### src/rtl/rsag_pkg.sv
package rsag_pkg;
  typedef enum logic {PITCH_WORD = 1'b0, PITCH_DWORD = 1'b1} pitch_e;

  typedef enum logic [1:0] {
    ROW_HOLD,   // no line event
    ROW_SPLIT,  // line compare hit
    ROW_TOP,    // frame top reload
    ROW_LINE    // ordinary line end
  } row_evt_e;
endpackage

### src/rtl/rsag_line_ctr.sv
module rsag_line_ctr #(
  parameter int unsigned LINE_W = 10,
  parameter int unsigned REND_W = 4,
  parameter int unsigned BEND_W = 8
) (
  input  logic              clk,
  input  logic              rst_n,
  input  logic              line_end,
  input  logic [LINE_W-1:0] vtotal,
  input  logic [LINE_W-1:0] vdisp_end,
  input  logic [LINE_W-1:0] vret_start,
  input  logic [REND_W-1:0] vret_end,
  input  logic [LINE_W-1:0] vblank_start,
  input  logic [BEND_W-1:0] vblank_end,
  input  logic [LINE_W-1:0] line_cmp,
  output logic [LINE_W-1:0] line_cnt,
  output logic              vde,
  output logic              vblank,
  output logic              vretrace,
  output logic              frame_top,
  output logic              split_hit
);
  logic [LINE_W-1:0] nxt_line;

  always_comb begin
    nxt_line  = (line_cnt == vtotal) ? '0 : line_cnt + 1'b1;
    frame_top = line_end && (nxt_line == '0);
    split_hit = line_end && (nxt_line == line_cmp);
    vde       = (line_cnt <= vdisp_end);
  end

  always_ff @(posedge clk or negedge rst_n) begin
    if (!rst_n) begin
      line_cnt <= '0;
      vretrace <= 1'b0;
      vblank   <= 1'b0;
    end else if (line_end) begin
      line_cnt <= nxt_line;
      // short-field compare ends each pulse
      if (vretrace) vretrace <= (nxt_line[REND_W-1:0] != vret_end);
      else          vretrace <= (nxt_line == vret_start);
      if (vblank)   vblank   <= (nxt_line[BEND_W-1:0] != vblank_end);
      else          vblank   <= (nxt_line == vblank_start);
    end
  end
endmodule

### src/rtl/rsag_row_addr.sv
module rsag_row_addr
  import rsag_pkg::*;
#(
  parameter int unsigned ROW_W  = 5,
  parameter int unsigned ADDR_W = 16,
  parameter int unsigned OFS_W  = 8
) (
  input  logic              clk,
  input  logic              rst_n,
  input  logic              line_end,
  input  logic              char_en,
  input  logic              frame_top,
  input  logic              split_hit,
  input  logic              line_dbl,
  input  logic [ROW_W-1:0]  max_scan,
  input  logic [ROW_W-1:0]  preset_row,
  input  logic [ADDR_W-1:0] start_addr,
  input  logic [OFS_W-1:0]  offset,
  input  logic              dword_mode,
  output logic [ROW_W-1:0]  row_scan,
  output logic [ADDR_W-1:0] mem_addr
);
  localparam int unsigned STEP_W = OFS_W + 2;

  logic [ADDR_W-1:0] row_base;
  logic [ADDR_W-1:0] next_base;
  logic [ADDR_W-1:0] pitch;
  logic [STEP_W-1:0] pitch_raw;
  logic              dbl_phase;
  logic              tick;
  pitch_e            pmode;
  row_evt_e          evt;

  always_comb begin
    pmode     = pitch_e'(dword_mode);
    pitch_raw = (pmode == PITCH_DWORD) ? {offset, 2'b00} : {1'b0, offset, 1'b0};
    pitch     = ADDR_W'(pitch_raw);
    next_base = row_base + pitch;
    tick      = !line_dbl || dbl_phase;
    if (split_hit)      evt = ROW_SPLIT;
    else if (frame_top) evt = ROW_TOP;
    else if (line_end)  evt = ROW_LINE;
    else                evt = ROW_HOLD;
  end

  always_ff @(posedge clk or negedge rst_n) begin
    if (!rst_n) begin
      row_scan  <= '0;
      row_base  <= '0;
      mem_addr  <= '0;
      dbl_phase <= 1'b0;
    end else begin
      unique case (evt)
        ROW_SPLIT: begin
          row_scan  <= '0;
          row_base  <= '0;
          mem_addr  <= '0;
          dbl_phase <= 1'b0;
        end
        ROW_TOP: begin
          row_scan  <= preset_row;
          row_base  <= start_addr;
          mem_addr  <= start_addr;
          dbl_phase <= 1'b0;
        end
        ROW_LINE: begin
          dbl_phase <= line_dbl && !dbl_phase;
          if (tick && (row_scan == max_scan)) begin
            row_scan <= '0;
            row_base <= next_base;
            mem_addr <= next_base;
          end else begin
            if (tick) row_scan <= row_scan + 1'b1;
            mem_addr <= row_base;
          end
        end
        default: begin
          if (char_en) mem_addr <= mem_addr + 1'b1;
        end
      endcase
    end
  end
endmodule

### src/rtl/rsag_marker.sv
module rsag_marker #(
  parameter int unsigned ROW_W  = 5,
  parameter int unsigned ADDR_W = 16
) (
  input  logic [ROW_W-1:0]  row_scan,
  input  logic [ADDR_W-1:0] mem_addr,
  input  logic [ROW_W-1:0]  cur_start,
  input  logic [ROW_W-1:0]  cur_end,
  input  logic              cur_off,
  input  logic [ADDR_W-1:0] cur_loc,
  input  logic [ROW_W-1:0]  ul_row,
  output logic              cursor_hit,
  output logic              underline_hit
);
  logic in_rows;
  logic at_loc;

  always_comb begin
    in_rows       = (row_scan >= cur_start) && (row_scan <= cur_end);
    at_loc        = (mem_addr == cur_loc);
    cursor_hit    = !cur_off && (cur_start <= cur_end) && in_rows && at_loc;
    underline_hit = (row_scan == ul_row);
  end
endmodule

### src/rtl/row_scan_addr_gen.sv
module row_scan_addr_gen #(
  parameter int unsigned LINE_W = 10,
  parameter int unsigned ROW_W  = 5,
  parameter int unsigned ADDR_W = 16,
  parameter int unsigned OFS_W  = 8,
  parameter int unsigned REND_W = 4,
  parameter int unsigned BEND_W = 8
) (
  input  logic              clk,
  input  logic              rst_n,
  input  logic              line_end,
  input  logic              char_en,
  input  logic [LINE_W-1:0] vtotal,
  input  logic [LINE_W-1:0] vdisp_end,
  input  logic [LINE_W-1:0] vret_start,
  input  logic [REND_W-1:0] vret_end,
  input  logic [LINE_W-1:0] vblank_start,
  input  logic [BEND_W-1:0] vblank_end,
  input  logic [LINE_W-1:0] line_cmp,
  input  logic [ROW_W-1:0]  max_scan,
  input  logic [ROW_W-1:0]  preset_row,
  input  logic              line_dbl,
  input  logic [ADDR_W-1:0] start_addr,
  input  logic [OFS_W-1:0]  offset,
  input  logic              dword_mode,
  input  logic [ROW_W-1:0]  cur_start,
  input  logic [ROW_W-1:0]  cur_end,
  input  logic              cur_off,
  input  logic [ADDR_W-1:0] cur_loc,
  input  logic [ROW_W-1:0]  ul_row,
  output logic [LINE_W-1:0] line_cnt,
  output logic              vde,
  output logic              vblank,
  output logic              vretrace,
  output logic [ROW_W-1:0]  row_scan,
  output logic [ADDR_W-1:0] mem_addr,
  output logic              cursor_hit,
  output logic              underline_hit
);
  logic frame_top;
  logic split_hit;

  rsag_line_ctr #(.LINE_W(LINE_W), .REND_W(REND_W), .BEND_W(BEND_W)) u_line (
    .clk(clk), .rst_n(rst_n), .line_end(line_end),
    .vtotal(vtotal), .vdisp_end(vdisp_end),
    .vret_start(vret_start), .vret_end(vret_end),
    .vblank_start(vblank_start), .vblank_end(vblank_end),
    .line_cmp(line_cmp), .line_cnt(line_cnt), .vde(vde),
    .vblank(vblank), .vretrace(vretrace),
    .frame_top(frame_top), .split_hit(split_hit)
  );

  rsag_row_addr #(.ROW_W(ROW_W), .ADDR_W(ADDR_W), .OFS_W(OFS_W)) u_row (
    .clk(clk), .rst_n(rst_n), .line_end(line_end), .char_en(char_en),
    .frame_top(frame_top), .split_hit(split_hit), .line_dbl(line_dbl),
    .max_scan(max_scan), .preset_row(preset_row), .start_addr(start_addr),
    .offset(offset), .dword_mode(dword_mode),
    .row_scan(row_scan), .mem_addr(mem_addr)
  );

  rsag_marker #(.ROW_W(ROW_W), .ADDR_W(ADDR_W)) u_mark (
    .row_scan(row_scan), .mem_addr(mem_addr),
    .cur_start(cur_start), .cur_end(cur_end), .cur_off(cur_off),
    .cur_loc(cur_loc), .ul_row(ul_row),
    .cursor_hit(cursor_hit), .underline_hit(underline_hit)
  );
endmodule

### config.mk
export PLATFORM = sky130hd
export DESIGN_NAME = row_scan_addr_gen
export DESIGN_NICKNAME = d
export VERILOG_FILES = /design/src/rtl/rsag_pkg.sv /design/src/rtl/rsag_line_ctr.sv /design/src/rtl/rsag_row_addr.sv /design/src/rtl/rsag_marker.sv /design/src/rtl/row_scan_addr_gen.sv
export SDC_FILE = /design/constraint.sdc
export NUM_CORES = 1
export LEC_CHECK = 0
export BUFFER_PORTS_ARGS = -buffer_cell sky130_fd_sc_hd__buf_4
export CAP_MARGIN = 10
export CORE_MARGIN = 4
export CORE_UTILIZATION = 45
export DETAILED_ROUTE_END_ITERATION = 16
export PLACE_DENSITY = 0.79
export SETUP_SLACK_MARGIN = 0.2
export SLEW_MARGIN = 20
export SYNTH_ARGS = -nofsm -noshare
export SYNTH_HDL_FRONTEND = slang
export SYNTH_SLANG_ARGS = --single-unit
### constraint.sdc
create_clock -name clk -period 5.5 [get_ports clk]
set_input_delay 0.825 -clock clk [delete_from_list [all_inputs] [get_ports clk]]
set_output_delay 0.825 -clock clk [all_outputs]
set_load 0.05 [all_outputs]
## Word level (Yosys, flattened, before mapping)

Index checks and enable logic that the tools add are counted.

- Memories kept: 0
- Bits in writable memories: 0
- Bits in registers: 50
- ROM bits: 0
- Bits in latches: 0

- Magnitude comparators: 4
- Equal/unequal tests: 13
- Reductions and logical operators: 18
- Div/mod/pow operators: 0
- Multiply operators: 0
- $add $sub $neg: 4
- Shift operators: 0
- Bitwise operators: 0
- Muxes and demuxes: 15

Operators with widths:

| cell | count |
|---|---|
| one-hot mux 16 bit (3 select lines) | 2 |
| equality test 10 bit | 4 |
| 2-to-1 mux 16 bit | 2 |
| 2-to-1 mux 10 bit | 2 |
| adder 16 x 1 -> 16 bit (second input constant) | 1 |
| adder 16 x 10 -> 16 bit | 1 |
| equality test 16 bit | 1 |
| one-hot mux 5 bit (3 select lines) | 1 |
| adder 10 x 1 -> 10 bit (second input constant) | 1 |
| equality test 5 bit | 2 |
| less-or-equal comparator 10 bit | 1 |
| less-or-equal comparator 5 bit | 2 |
| logical NOT 10 bit | 1 |
| 2-to-1 mux 5 bit | 2 |
| logical AND 1 bit | 8 |
| != test 8 bit | 1 |
| 2-to-1 mux 2 bit | 3 |
| adder 5 x 1 -> 5 bit (second input constant) | 1 |
| greater-or-equal comparator 5 bit | 1 |
| equality test 2 bit (second input constant) | 2 |
| != test 4 bit | 1 |
| nonzero test 4 bit | 1 |
| logical NOT 1 bit | 3 |
| != test 3 x 1 -> 1 bit (second input constant) | 1 |
| 8 further kinds | 9 |

## Logic depth before layout (Yosys ltp)

Gate-level depths: netlist (run 1).

- Depth after elaboration: 9
- Mapped depth: 13
- Gate-level depth less buffers: 12

## Modules after synthesis

Synthesis (run 1) repeated with hierarchy kept, for this count alone.

- Cells, all modules: 697
- Area, all modules: 5,619.1 um^2

By module, submodules not included:

| module | cells each | times used | seq. area each (um^2) | area an instance (um^2) |
|---|---|---|---|---|
| rsag_row_addr | 360 | 1 | 950.9 | 3,050.4 |
| rsag_line_ctr | 261 | 1 | 300.3 | 1,989.4 |
| rsag_marker | 76 | 1 | 0.0 | 579.3 |

## Worst setup path before layout (run 1)

No wires, ideal clock.

- Kind: in2out
- From: input port cur_end[1]
- To: output port cursor_hit
- Stages on the path: 9
- Data required time: 4.675 ns
- Slack: 1.363 ns
- Arrival: 3.312 ns
- Cell sequence: inv_1 ha_1 nor2b_1 o21a_1 o21ai_0 nand2b_1 a21oi_1 a31oi_1 nor4_1

- Word-level cells in the longest chain between the ends: 4
- Elaborated cells between the ends (all ways): 6

RTL lines:

| element | line | RTL |
|---|---|---|
| from (decl) | row_scan_addr_gen.sv:27 | `input logic [ROW_W-1:0] cur_end,` |
| less-or-equal comparator 5 bit (on tied branches) | rsag_marker.sv:21, rsag_marker.sv:19 |  |
| logical AND 1 bit (on tied branches) | rsag_marker.sv:21, rsag_marker.sv:19 |  |
| logical AND 1 bit * (2 in a row) | rsag_marker.sv:21 | `cursor_hit = !cur_off && (cur_start <= cur_end) && in_rows && at_loc;` |
| to (decl) | row_scan_addr_gen.sv:37 | `output logic cursor_hit,` |

Mark *: on every way between the ends. The rest lies on a longest branch, timed or not.

## Worst setup path in the final report (run 1)

- From: register u_line.line_cnt[0]
- To: register u_row.mem_addr[1]

- Word-level cells in the longest chain between the ends: 8
- Elaborated cells between the ends (all ways): 14

RTL lines:

| element | line | RTL |
|---|---|---|
| from (decl) | rsag_line_ctr.sv:16 | `output logic [LINE_W-1:0] line_cnt,` |
| from (signal assigned) | rsag_line_ctr.sv:38 | `line_cnt <= nxt_line;` |
| adder 10 x 1 -> 10 bit or equality test 10 bit (tied branches) | rsag_line_ctr.sv:26 | `nxt_line = (line_cnt == vtotal) ? '0 : line_cnt + 1'b1;` |
| 2-to-1 mux 10 bit * | rsag_line_ctr.sv:26 |  |
| logical NOT 10 bit | rsag_line_ctr.sv:27 | `frame_top = line_end && (nxt_line == '0);` |
| logical AND 1 bit | rsag_line_ctr.sv:27 |  |
| 2-to-1 mux 2 bit | rsag_row_addr.sv:41 | `else if (frame_top) evt = ROW_TOP;` |
| 2-to-1 mux 2 bit * | rsag_row_addr.sv:40 | `if (split_hit) evt = ROW_SPLIT;` |
| equality test 2 bit or equality test 2 x 1 -> 1 bit (tied branches) | rsag_row_addr.sv:53 | `unique case (evt)` |
| one-hot mux 16 bit (3 select lines) or nonzero test 4 bit (tied branches) | - |  |
| to (signal assigned) | rsag_row_addr.sv:63 | `mem_addr <= start_addr;` |
| to (signal assigned) | rsag_row_addr.sv:71 | `mem_addr <= next_base;` |
| to (signal assigned) | rsag_row_addr.sv:74 | `mem_addr <= row_base;` |
| to (decl) | rsag_row_addr.sv:21 | `output logic [ADDR_W-1:0] mem_addr` |

Marked as above.
A chain may end at the register's enable or synchronous reset.

==> impl_metrics.env, run 1 <==
export IMPL_status="finished clean"
export IMPL_final_nets=969
export IMPL_coreArea_um2=11700
export IMPL_grt_busiest_layer="met2"
export IMPL_drive_gt1_share_pct=25.7
export IMPL_numCtsBuffers=5
export IMPL_ctsResizeCount=0
export IMPL_cts_hold_buffers_added=0
export IMPL_r2r_end="u_row.mem_addr[1]"
export IMPL_synth_edf_count=0
export IMPL_hpwl_mm=13.1
export IMPL_required_ns=5.63
export IMPL_fmax_ghz=0.249
export IMPL_via_per_inst=5.86
export IMPL_avgSynthCellArea_um2=8.36
export IMPL_htree_levels=2
export IMPL_crit_fanout=20
export IMPL_cts_sinks=50
export IMPL_clkPwrFrac_pct=13.5
export IMPL_ys_ff_latch=50
export IMPL_clk_latency_ns=0.29
export IMPL_gr_usage_all_layers_pct=22.9
export IMPL_yosysWarnings=0
export IMPL_seq_power_share_pct=27.4
export IMPL_seq_area_frac_synth_pct=22.9
export IMPL_avgRoutedWirePerCell_um=17.7
export IMPL_ios=170
export IMPL_die_area_um2=14000
export IMPL_fin_skew_ns=0.00820
export IMPL_cts_buffer_depth=2
export IMPL_internal_power_mw=1.49
export IMPL_min_to="u_row.row_base[15]"
export IMPL_gr_usage_met3_pct=3.39
export IMPL_slew_violations=0
export IMPL_min_from="u_row.row_base[15]"
export IMPL_p_switching_mw=1.44
export IMPL_worst_pin_slew_ns=1.06
export IMPL_grt_ovfl_total=0
export IMPL_io_buffers=169
export IMPL_grt_pass1_wl_mm=26.9
export IMPL_syn_cell_area_um2=5470
export IMPL_drc=0
export IMPL_grt_pass1_vias=5467
export IMPL_tritoncts="done"
export IMPL_crit_type="flop to flop"
export IMPL_drt_iter0_drc=412
export IMPL_die_y_um=118
export IMPL_p_sw_share_pct=49.1
export IMPL_grt_max_degree=59
export IMPL_power_density_nw_per_um2=423
export IMPL_die_w_um=118
export IMPL_diodes=0
export IMPL_setup_viol=0
export IMPL_rows=39
export IMPL_hold_class="flop to flop"
export IMPL_dp_cells=933
export IMPL_synthCells=654
export IMPL_hold_viol=0
export IMPL_cpPeakStageDelay_ns=0.85
export IMPL_drt_wl_total_mm=16.7
export IMPL_antenna_left=0
export IMPL_design_area_um2=6940
export IMPL_min_period_ns=4.01
export IMPL_nFillCells=1048
export IMPL_postSynth_asyncResetShare_pct=100
export IMPL_p_leak_nw=3.21
export IMPL_relSlewSlack_pct=29.1
export IMPL_gp_congestion=0.899
export IMPL_vias=5513
export IMPL_crit_arrival_ns=4.14
export IMPL_synth_nets=826
export IMPL_worst_r2r_setup_slack_ns=1.49
export IMPL_grt_antenna_before_repair=0
export IMPL_post_dp_cell_area_um2=6750
export IMPL_initial_utilization_pct=46.9
export IMPL_ys_types=71
export IMPL_critPathMostFrequentCell="nand4_1"
export IMPL_slowest_stage="nand4_1"
export IMPL_root_buffer="clkbuf_16"
export IMPL_grtUsageMet2_pct=38.2
export IMPL_reg2reg_from="u_line.line_cnt[0]"
export IMPL_tns_ns=0
export IMPL_p_comb_share_pct=59.0
export IMPL_firstDrtPassIters=5
export IMPL_hold_depth=2
export IMPL_max_cap_violations=0
export IMPL_clk_pin_slew_worst_paths_ns=0.07
export IMPL_synthFlopType="dfrtp_1"
export IMPL_rr_worst_depth=9
export IMPL_period_share_pct=72.9
export IMPL_max_vdd_ir_drop_uv=156
export IMPL_end_kind="flop"
export IMPL_post_cts_buffers=0
export IMPL_stdcell_count=941
export IMPL_syn_to_final_growth_pct=27.0
export IMPL_rsz0062_at_grt="false"
export IMPL_cp_cell_sequence="ha_1, nand4_1, or3_1, nand2_1, nand4_1, a32oi_1, nand4_1, nand2_4, o22ai_1"
export IMPL_start_kind="flop"
export IMPL_grtUsageMet1_pct=31.7
## cells in the final DEF (no fill, tap or decap), types with 13 or more instances in the layout
cell type	instances
nand2_1	26
ha_1	37
a21oi_1	24
dfrtp_1	50
o2111ai_1	13
nand3_1	21
inv_1	46
nor2_1	34
nand4_1	18
xor2_1	46
xnor2_1	46
o21ai_0	28
buf_4	171
o21ai_1	28
## power groups by stage
stage          clock [mW]  combinational, mW  sequential [mW]
3_5_place_dp            0               1.72            0.805
3_3_place_gp            0               1.67            0.801
5_1_grt             0.418               1.89            0.833
4_1_cts             0.403               1.73            0.801
6_report            0.397               1.73            0.805
2_1_floorplan           0               1.04            0.974
## state kept, by name (all words and copies together) (netlist names)
signal,cells
u_line.vretrace,1
u_row.dbl_phase,1
u_line.line_cnt,10
u_line.vblank,1
u_row.row_base,16
u_row.mem_addr,16
u_row.row_scan,5
## cells in the mapped netlist (3+ instances only)
library cell	instances	area share [%]
nand2b_1	11	1.3
nand2_1	26	1.8
o32a_1	3	0.55
nor2_1	35	2.4
xnor3_1	3	1.2
xnor2_1	46	7.4
o21ai_1	28	2.6
o2bb2ai_1	3	0.48
nor2b_1	12	1.4
or2_1	4	0.46
or3_1	6	0.69
o21ai_0	28	2.6
o2111ai_1	13	2.1
mux2i_1	8	1.5
nor3_1	10	0.92
nor4_1	6	0.69
o211ai_1	5	0.69
nand3_1	21	1.9
dfrtp_1	50	23
inv_1	46	3.2
mux2_2	10	2.1
nand4_1	18	2.1
buf_2	12	1.1
nor4b_1	8	1.3
o32ai_1	5	0.80
clkbuf_1	15	1.0
ha_1	37	8.5
and2_1	5	0.57
and3_1	12	1.4
a31oi_1	12	1.4
a22o_1	6	0.96
o31ai_1	6	0.82
a21oi_1	24	2.2
buf_6	3	0.62
buf_4	4	0.55
xor2_1	46	7.4
o22ai_1	12	1.4
a21o_1	6	0.82
o21a_1	7	0.96
## layer usage
| layer | part of all wire (%) | vias to the layer above |
|---|---|---|
| li1 | - | 2670 |
| met1 | 45 | 2606 |
| met2 | 48 | 212 |
| met3 | 6.6 | 25 |
| met4 | 1.2 | 0 |
| met5 | 0 | - |
## worst max-delay path, delay by kind of cell (launching register included)
family	cells	cell delay [ns]
compound gates	2	0.40
fa+ha+maj	1	0.43
flops	1	0.69
simple gates	6	2.33
## cell type report
class | instances | area, µm² | share of cell area [%]
clock inverter | 3 | 68.8 | 0.992
multi-input combinational | 521 | 3850 | 55.5
clock buffer | 5 | 125 | 1.80
tap | 143 | 179 | 2.58
timing repair buffer | 171 | 1280 | 18.5
sequential | 50 | 1250 | 18.0
inverter | 48 | 180 | 2.60
## stage by stage
step                      utilization (%)  hold WS, ns  worst slack, ns  power (mW)
after floorplan                         -        0.483             1.36        2.01
after global placement               57.8        0.500             1.45        2.47
after detailed placement             57.8        0.507             1.32        2.52
after CTS                            59.5        0.525             1.52        2.93
after global routing                 59.5        0.561             1.11        3.14
final                                59.5        0.524             1.49        2.93
## worst max-delay path by stage
stage	endpoint	slack, ns	startpoint	cells after the start
after global placement	u_row.mem_addr[2]	1.45	vtotal[4]	9
after global routing	u_row.mem_addr[0]	1.11	u_line.line_cnt[0]	9
after floorplan	cursor_hit	1.36	cur_end[1]	9
after detailed placement	u_row.mem_addr[1]	1.32	vtotal[4]	9
after CTS	u_row.mem_addr[1]	1.52	u_line.line_cnt[0]	9
final	u_row.mem_addr[1]	1.49	u_line.line_cnt[0]	9
## kinds of logic (layout without fill, tap and decap cells)
family	after synthesis	count (layout)	share of synthesized area, %
compound gates	179	179	21.7
mux	18	18	3.53
fa+ha+maj	38	38	8.84
simple gates	189	189	19.8
xor+xnor	97	97	16.6
buf+inv	83	227	6.66
flops	50	50	22.9
Note: power is estimated with default switching activity, not from simulation.
==> inputs of run 2 (changes only) <==
- ABC_AREA: default -> 1
- clock period: 5.5 -> 3.8 ns (I/O delays scaled with it)
==> impl_metrics.env, run 2 <==
export IMPL_cts_buffer_depth=2
export IMPL_post_dp_cell_area_um2=6870
export IMPL_ios=170
export IMPL_grt_max_degree=51
export IMPL_postSynth_asyncResetShare_pct=100
export IMPL_synth_nets=1005
export IMPL_mostFrequentLayoutCell="nand2_1"
export IMPL_grt_pass1_wl_mm=27.1
export IMPL_p_sw_share_pct=49.8
export IMPL_die_y_um=118
export IMPL_synth_top_cell_area_share_pct=22.8
export IMPL_p_comb_share_pct=59.1
export IMPL_power_density_nw_per_um2=511
export IMPL_post_cts_buffers=0
export IMPL_tns_ns=0
export IMPL_grt_pass1_vias=5682
export IMPL_fin_skew_ns=0.00649
export IMPL_synth_edf_count=0
export IMPL_cts_sinks=50
export IMPL_drt_iter0_drc=462
export IMPL_start_kind="flop"
export IMPL_internal_power_mw=1.81
export IMPL_cts_hold_buffers_added=0
export IMPL_critPathMostFrequentCell="nand2_1"
export IMPL_mostFrequentLayoutCells="nand2_1, buf_4, inv_1"
export IMPL_top_regs="u_row.mem_addr x16, u_row.row_base x16, u_line.line_cnt x10"
export IMPL_clkPwrFrac_pct=14.4
export IMPL_crit_type="flop to flop"
export IMPL_synth_cells_most_frequent="nand2_1, inv_1, nand3_1"
export IMPL_syn_cell_area_um2=5480
export IMPL_p_total_mw=3.60
export IMPL_nFillCells=1128
export IMPL_stdcell_count=1140
export IMPL_p_leak_nw=3.83
export IMPL_seq_power_share_pct=26.5
export IMPL_final_nets=1164
export IMPL_period_share_pct=82.6
export IMPL_syn_to_final_growth_pct=28.6
export IMPL_coreArea_um2=12000
export IMPL_required_ns=4.04
export IMPL_clk_latency_ns=0.29
export IMPL_cp_depth=16
export IMPL_avgSynthCellArea_um2=6.57
export IMPL_hpwl_mm=13.2
export IMPL_yosys_top_cells_area="dfrtp_1, nand2_1, ha_1"
export IMPL_slowest_stage="dfrtp_1"
export IMPL_grt_antenna_before_repair=0
export IMPL_root_buffer="clkbuf_16"
export IMPL_max_vdd_ir_drop_uv=359
export IMPL_crit_family="simple AND/OR/NAND/NOR gates"
export IMPL_rows=40
export IMPL_dp_cells=1132
export IMPL_gr_usage_all_layers_pct=23.0
export IMPL_yosysWarnings=0
export IMPL_drc=0
export IMPL_crit_arrival_ns=3.38
export IMPL_synth_most_common_cell="nand2_1"
export IMPL_cpPeakStageDelay_ns=0.57
export IMPL_ys_ff_latch=50
export IMPL_place_ws_ns=0.547
export IMPL_drive_gt1_share_pct=21.0
export IMPL_end_kind="flop"
export IMPL_setup_viol=0
export IMPL_worst_pin_slew_ns=0.657
export IMPL_clk_pin_slew_worst_paths_ns=0.07
export IMPL_diodes=0
export IMPL_drt_wl_total_mm=16.5
export IMPL_die_area_um2=14000
export IMPL_crit_fanout=22
export IMPL_antenna_left=0
export IMPL_relSlewSlack_pct=56.2
export IMPL_rr_worst_depth=16
export IMPL_min_period_ns=3.14
export IMPL_cp_num_buf_inv=2
export IMPL_io_buffers=169
export IMPL_tritoncts="done"
export IMPL_numCtsBuffers=5
export IMPL_hold_viol=0
export IMPL_status="finished clean"
export IMPL_synthCells=833
export IMPL_rsz0062_at_grt="false"
export IMPL_grt_ovfl_total=0
export IMPL_firstDrtPassIters=7
export IMPL_p_switching_mw=1.79
export IMPL_ys_types=48
export IMPL_hold_class="input pin to async pin"
export IMPL_avgRoutedWirePerCell_um=14.5
export IMPL_htree_levels=2
export IMPL_ctsResizeCount=0
export IMPL_seq_area_frac_synth_pct=22.8
export IMPL_initial_utilization_pct=45.8
export IMPL_via_per_inst=5.32
export IMPL_design_area_um2=7040
export IMPL_fmax_ghz=0.319
export IMPL_die_w_um=118
export IMPL_slew_violations=0
export IMPL_yosys_area_top_type="dfrtp_1"
export IMPL_vias=6066
export IMPL_gp_congestion=0.925
export IMPL_max_cap_violations=0
export IMPL_synthFlopType="dfrtp_1"
export IMPL_cp_cell_sequence="xnor2_2, nand2_1, nor2_1, nand3_2, nand2_1, buf_4, nand4_1, nor2_2, nand2_4, clkinv_4, nand2_4, nor2_8, nand2_1, nand2_1, nand2_1, nand2_1"
export IMPL_timing_final_ws_setup_ns=0.662
run 2: cell count changes after synthesis, moves of 22 or more:
cell | before | now
inv_1 | 46 | 112
o21ai_1 | 28 | 1
nand2_1 | 26 | 232
xnor2_1 | 46 | 24
nand3_1 | 21 | 63
run 2: area by class of cell:
cell class / instances / area, µm² / share of cell area (%)
multi-input cells: 640 / 3650 / 51.9
repair buffers: 179 / 1340 / 19.1
flip-flops and latches: 50 / 1250 / 17.8
inverters: 116 / 440 / 6.26
well taps: 147 / 184 / 2.61
clock buffers: 6 / 129 / 1.83
clock inverters: 2 / 37.5 / 0.533
run 2: worst reg2reg max path, cell delays in order (launching register included):
cell,delay [ns]
dfrtp_1,0.57
xnor2_2,0.15
nand2_1,0.06
nor2_1,0.16
nand3_2,0.45
nand2_1,0.27
buf_4,0.17
nand4_1,0.13
nor2_2,0.16
nand2_4,0.17
clkinv_4,0.19
nand2_4,0.08
nor2_8,0.24
nand2_1,0.11
nand2_1,0.07
nand2_1,0.05
nand2_1,0.06
run 2: final timing paths:
check	startpoint	to	slack, ns
max	u_line.line_cnt[6]	u_row.mem_addr[0]	0.66
min	rst_n	u_row.mem_addr[5]	0.29
max reg2reg	u_line.line_cnt[6]	u_row.mem_addr[0]	0.66
min reg2reg	u_row.row_base[0]	u_row.row_base[0]	0.52
max in group asynchronous	rst_n	u_row.mem_addr[14]	3.06
min in group clk	start_addr[5]	u_row.row_base[5]	0.50
run 2: cells by family (layout without fill, tap and decap cells):
kind of cell	after synthesis	count (layout)	share of synthesized area, %
buf+inv	143	303	10.4
fa+ha+maj	38	38	8.82
xor+xnor	57	57	9.25
compound gates	121	121	13.2
mux	3	3	0.548
flops	50	50	22.8
simple gates	421	421	34.9
run 2: power by group through the flow:
| stage | sequential (mW) | clock [mW] | combinational [mW] |
|---|---|---|---|
| after global routing | 0.982 | 0.544 | 2.37 |
| after CTS | 0.949 | 0.522 | 2.13 |
| after global placement | 0.950 | 0 | 2.08 |
| after floorplan | 1.21 | 0 | 1.23 |
| after detailed placement | 0.952 | 0 | 2.12 |
| final | 0.954 | 0.517 | 2.13 |
run 2: per-stage QoR:
step	hold WS (ns)	util, %
after floorplan	0.274	-
after global placement	0.489	57.5
after detailed placement	0.491	57.5
after CTS	0.322	58.9
after global routing	0.353	58.9
final	0.289	58.9
run 2: layer usage:
| metal | wire length, µm | up-vias | track usage, % | share of wire (%) |
|---|---|---|---|---|
| li1 | - | 3080 | - | - |
| met1 | 7310 | 2719 | 31.6 | 44 |
| met2 | 7750 | 248 | 38.1 | 47 |
| met3 | 1260 | 19 | 3.78 | 7.6 |
| met4 | 235 | 0 | 5.13 | 1.4 |
| met5 | 0 | - | 0 | 0 |
==> inputs of run 3 (changes only) <==
- PLACE_DENSITY: 0.79 -> 0.81
- clock period: 3.8 -> 2.6 ns (I/O delays scaled with it)
==> impl_metrics.env, run 3 (synthesis gave the netlist of run 2 again) <==
export IMPL_fin_skew_ns=0.00929
export IMPL_fmax_ghz=0.403
export IMPL_seq_power_share_pct=24.3
export IMPL_die_w_um=118
export IMPL_max_cap_violations=0
export IMPL_internal_power_mw=2.80
export IMPL_min_period_ns=2.48
export IMPL_syn_to_final_growth_pct=40.1
export IMPL_die_y_um=118
export IMPL_power_density_nw_per_um2=736
export IMPL_relSlewSlack_pct=53.3
export IMPL_coreArea_um2=12000
export IMPL_drt_wl_total_mm=17.9
export IMPL_hold_viol=0
export IMPL_drive_gt1_share_pct=29.1
export IMPL_initial_utilization_pct=45.8
export IMPL_grt_max_degree=51
export IMPL_worst_r2r_setup_slack_ns=0.12
export IMPL_p_leak_nw=4.09
export IMPL_clkPwrFrac_pct=12.5
export IMPL_rows=40
export IMPL_gp_congestion=0.916
export IMPL_htree_levels=2
export IMPL_p_switching_mw=2.85
export IMPL_grt_ovfl_total=0
export IMPL_status="finished clean"
export IMPL_antenna_left=0
export IMPL_drt_iter0_drc=536
export IMPL_numCtsBuffers=5
export IMPL_cts_buffer_depth=2
export IMPL_dp_cells=1152
export IMPL_crit_path_end="u_row.mem_addr[6]"
export IMPL_max_vdd_ir_drop_uv=512
export IMPL_via_per_inst=5.45
export IMPL_ios=170
export IMPL_start_kind="flop"
export IMPL_grt_pass1_wl_mm=27.9
export IMPL_post_dp_cell_area_um2=7090
export IMPL_period_share_pct=95.4
export IMPL_io_buffers=169
export IMPL_critPathLaunch="u_line.line_cnt[2]"
export IMPL_crit_arrival_ns=2.67
export IMPL_gr_usage_all_layers_pct=23.5
export IMPL_die_area_um2=14000
export IMPL_vias=6417
export IMPL_firstDrtPassIters=5
export IMPL_design_area_um2=7670
export IMPL_crit_fanout=6
export IMPL_stdcell_count=1178
export IMPL_slew_violations=0
export IMPL_avgRoutedWirePerCell_um=15.2
export IMPL_p_sw_share_pct=50.4
export IMPL_drc=0
export IMPL_rsz0062_at_grt="true"
export IMPL_hold_class="input pin to async pin"
export IMPL_cts_sinks=50
export IMPL_diodes=0
export IMPL_grt_antenna_before_repair=0
export IMPL_nFillCells=1040
export IMPL_required_ns=2.79
export IMPL_crit_type="flop to flop"
export IMPL_worst_pin_slew_ns=0.700
export IMPL_reg2reg_from="u_line.line_cnt[2]"
export IMPL_root_buffer="clkbuf_16"
export IMPL_final_util_pct=64.2
export IMPL_tritoncts="done"
export IMPL_mostFrequentLayoutCell="nand2_1"
export IMPL_final_nets=1202
export IMPL_hpwl_mm=13.1
export IMPL_setup_viol=0
export IMPL_clk_latency_ns=0.29
export IMPL_end_kind="flop"
export IMPL_grt_pass1_vias=5855
export IMPL_cts_hold_buffers_added=0
export IMPL_rr_worst_depth=16
export IMPL_mostFrequentLayoutCells="nand2_1, buf_4, inv_1"
export IMPL_r2r_end="u_row.mem_addr[6]"
export IMPL_clk_pin_slew_worst_paths_ns=0.08
export IMPL_p_comb_share_pct=63.1
export IMPL_top_regs="u_row.mem_addr x16, u_row.row_base x16, u_line.line_cnt x10"
==> run 3: cell count changes in the layout (fill, tap and decap cells not counted), sizes merged <==
cell	delta
nor2	+1
bufinv	-1
buf	+33
clkbuf	+3
clkinvlp	-1
clkinv	+2
inv	+1
==> run 3: through the flow <==
step / setup slack, ns / hold slack (ns) / total power [mW] / TNS (ns)
after floorplan: 0.152 / 0.0944 / 3.58 / 0
after global placement: 0.110 / 0.471 / 4.57 / 0
after detailed placement: 0.0247 / 0.478 / 4.62 / 0
after CTS: 0.157 / 0.164 / 5.41 / 0
after global routing: -0.0334 / 0.190 / 6.08 / -0.189
final: 0.119 / 0.128 / 5.65 / 0
==> run 3: worst max-delay path: stages (launching register included) <==
cell and delay, ns:
dfrtp_2 0.41, buf_4 0.14, nand3_1 0.15, nor2_4 0.21
xor2_4 0.20, nand2_4 0.09, nand2_1 0.06, nand2_1 0.05
inv_1 0.07, nand2_1 0.06, nor2_2 0.17, nand3_4 0.19
clkbuf_16 0.22, nand4_1 0.10, nand3_1 0.10, nand2_1 0.10
nand2_1 0.05
==> run 3: how the worst min path moves through the flow <==
| stage | from | end | slack (ns) |
|---|---|---|---|
| 5_1_grt | rst_n | u_row.mem_addr[3] | 0.19 |
| 3_5_place_dp | rst_n | u_row.mem_addr[3] | 0.48 |
| 6_report | rst_n | u_row.mem_addr[3] | 0.13 |
| 4_1_cts | rst_n | u_row.mem_addr[3] | 0.16 |
| 3_3_place_gp | u_row.dbl_phase | u_row.dbl_phase | 0.47 |
| 2_1_floorplan | rst_n | u_line.line_cnt[0] | 0.09 |
==> run 3: repair_timing <==
action / in CTS / in global routing
gates resized for setup: 8 / 50
cloned: 1 / 4
buffers inserted: 2 / 11
pin swaps: 2 / 21
endpoints found under the setup margin: 23 / 41
==> run 3: routing by layer <==
metal,global-route usage [%],part of all wire (%),vias up
li1,-,-,3162
met1,32.3,43,2932
met2,39.1,47,291
met3,4.07,8.2,32
met4,4.54,2.0,0
met5,0,0,-
==> run 3: layout make-up <==
| type | instances | area (µm²) | area share (%) |
|---|---|---|---|
| clock buffer | 5 | 125 | 1.63 |
| sequential | 50 | 1260 | 16.5 |
| multi-input combinational | 641 | 3890 | 50.7 |
| inverter | 116 | 440 | 5.74 |
| clock inverter | 3 | 28.8 | 0.375 |
| timing repair buffer | 216 | 1740 | 22.6 |
| tap | 147 | 184 | 2.40 |
==> run 3: power by group through the flow <==
stage	Combinational, mW	Clock (mW)	Sequential [mW]
after global placement	3.19	0	1.38
after global routing	3.92	0.745	1.41
after CTS	3.33	0.722	1.36
after floorplan	1.81	0	1.77
final	3.57	0.708	1.37
after detailed placement	3.25	0	1.37
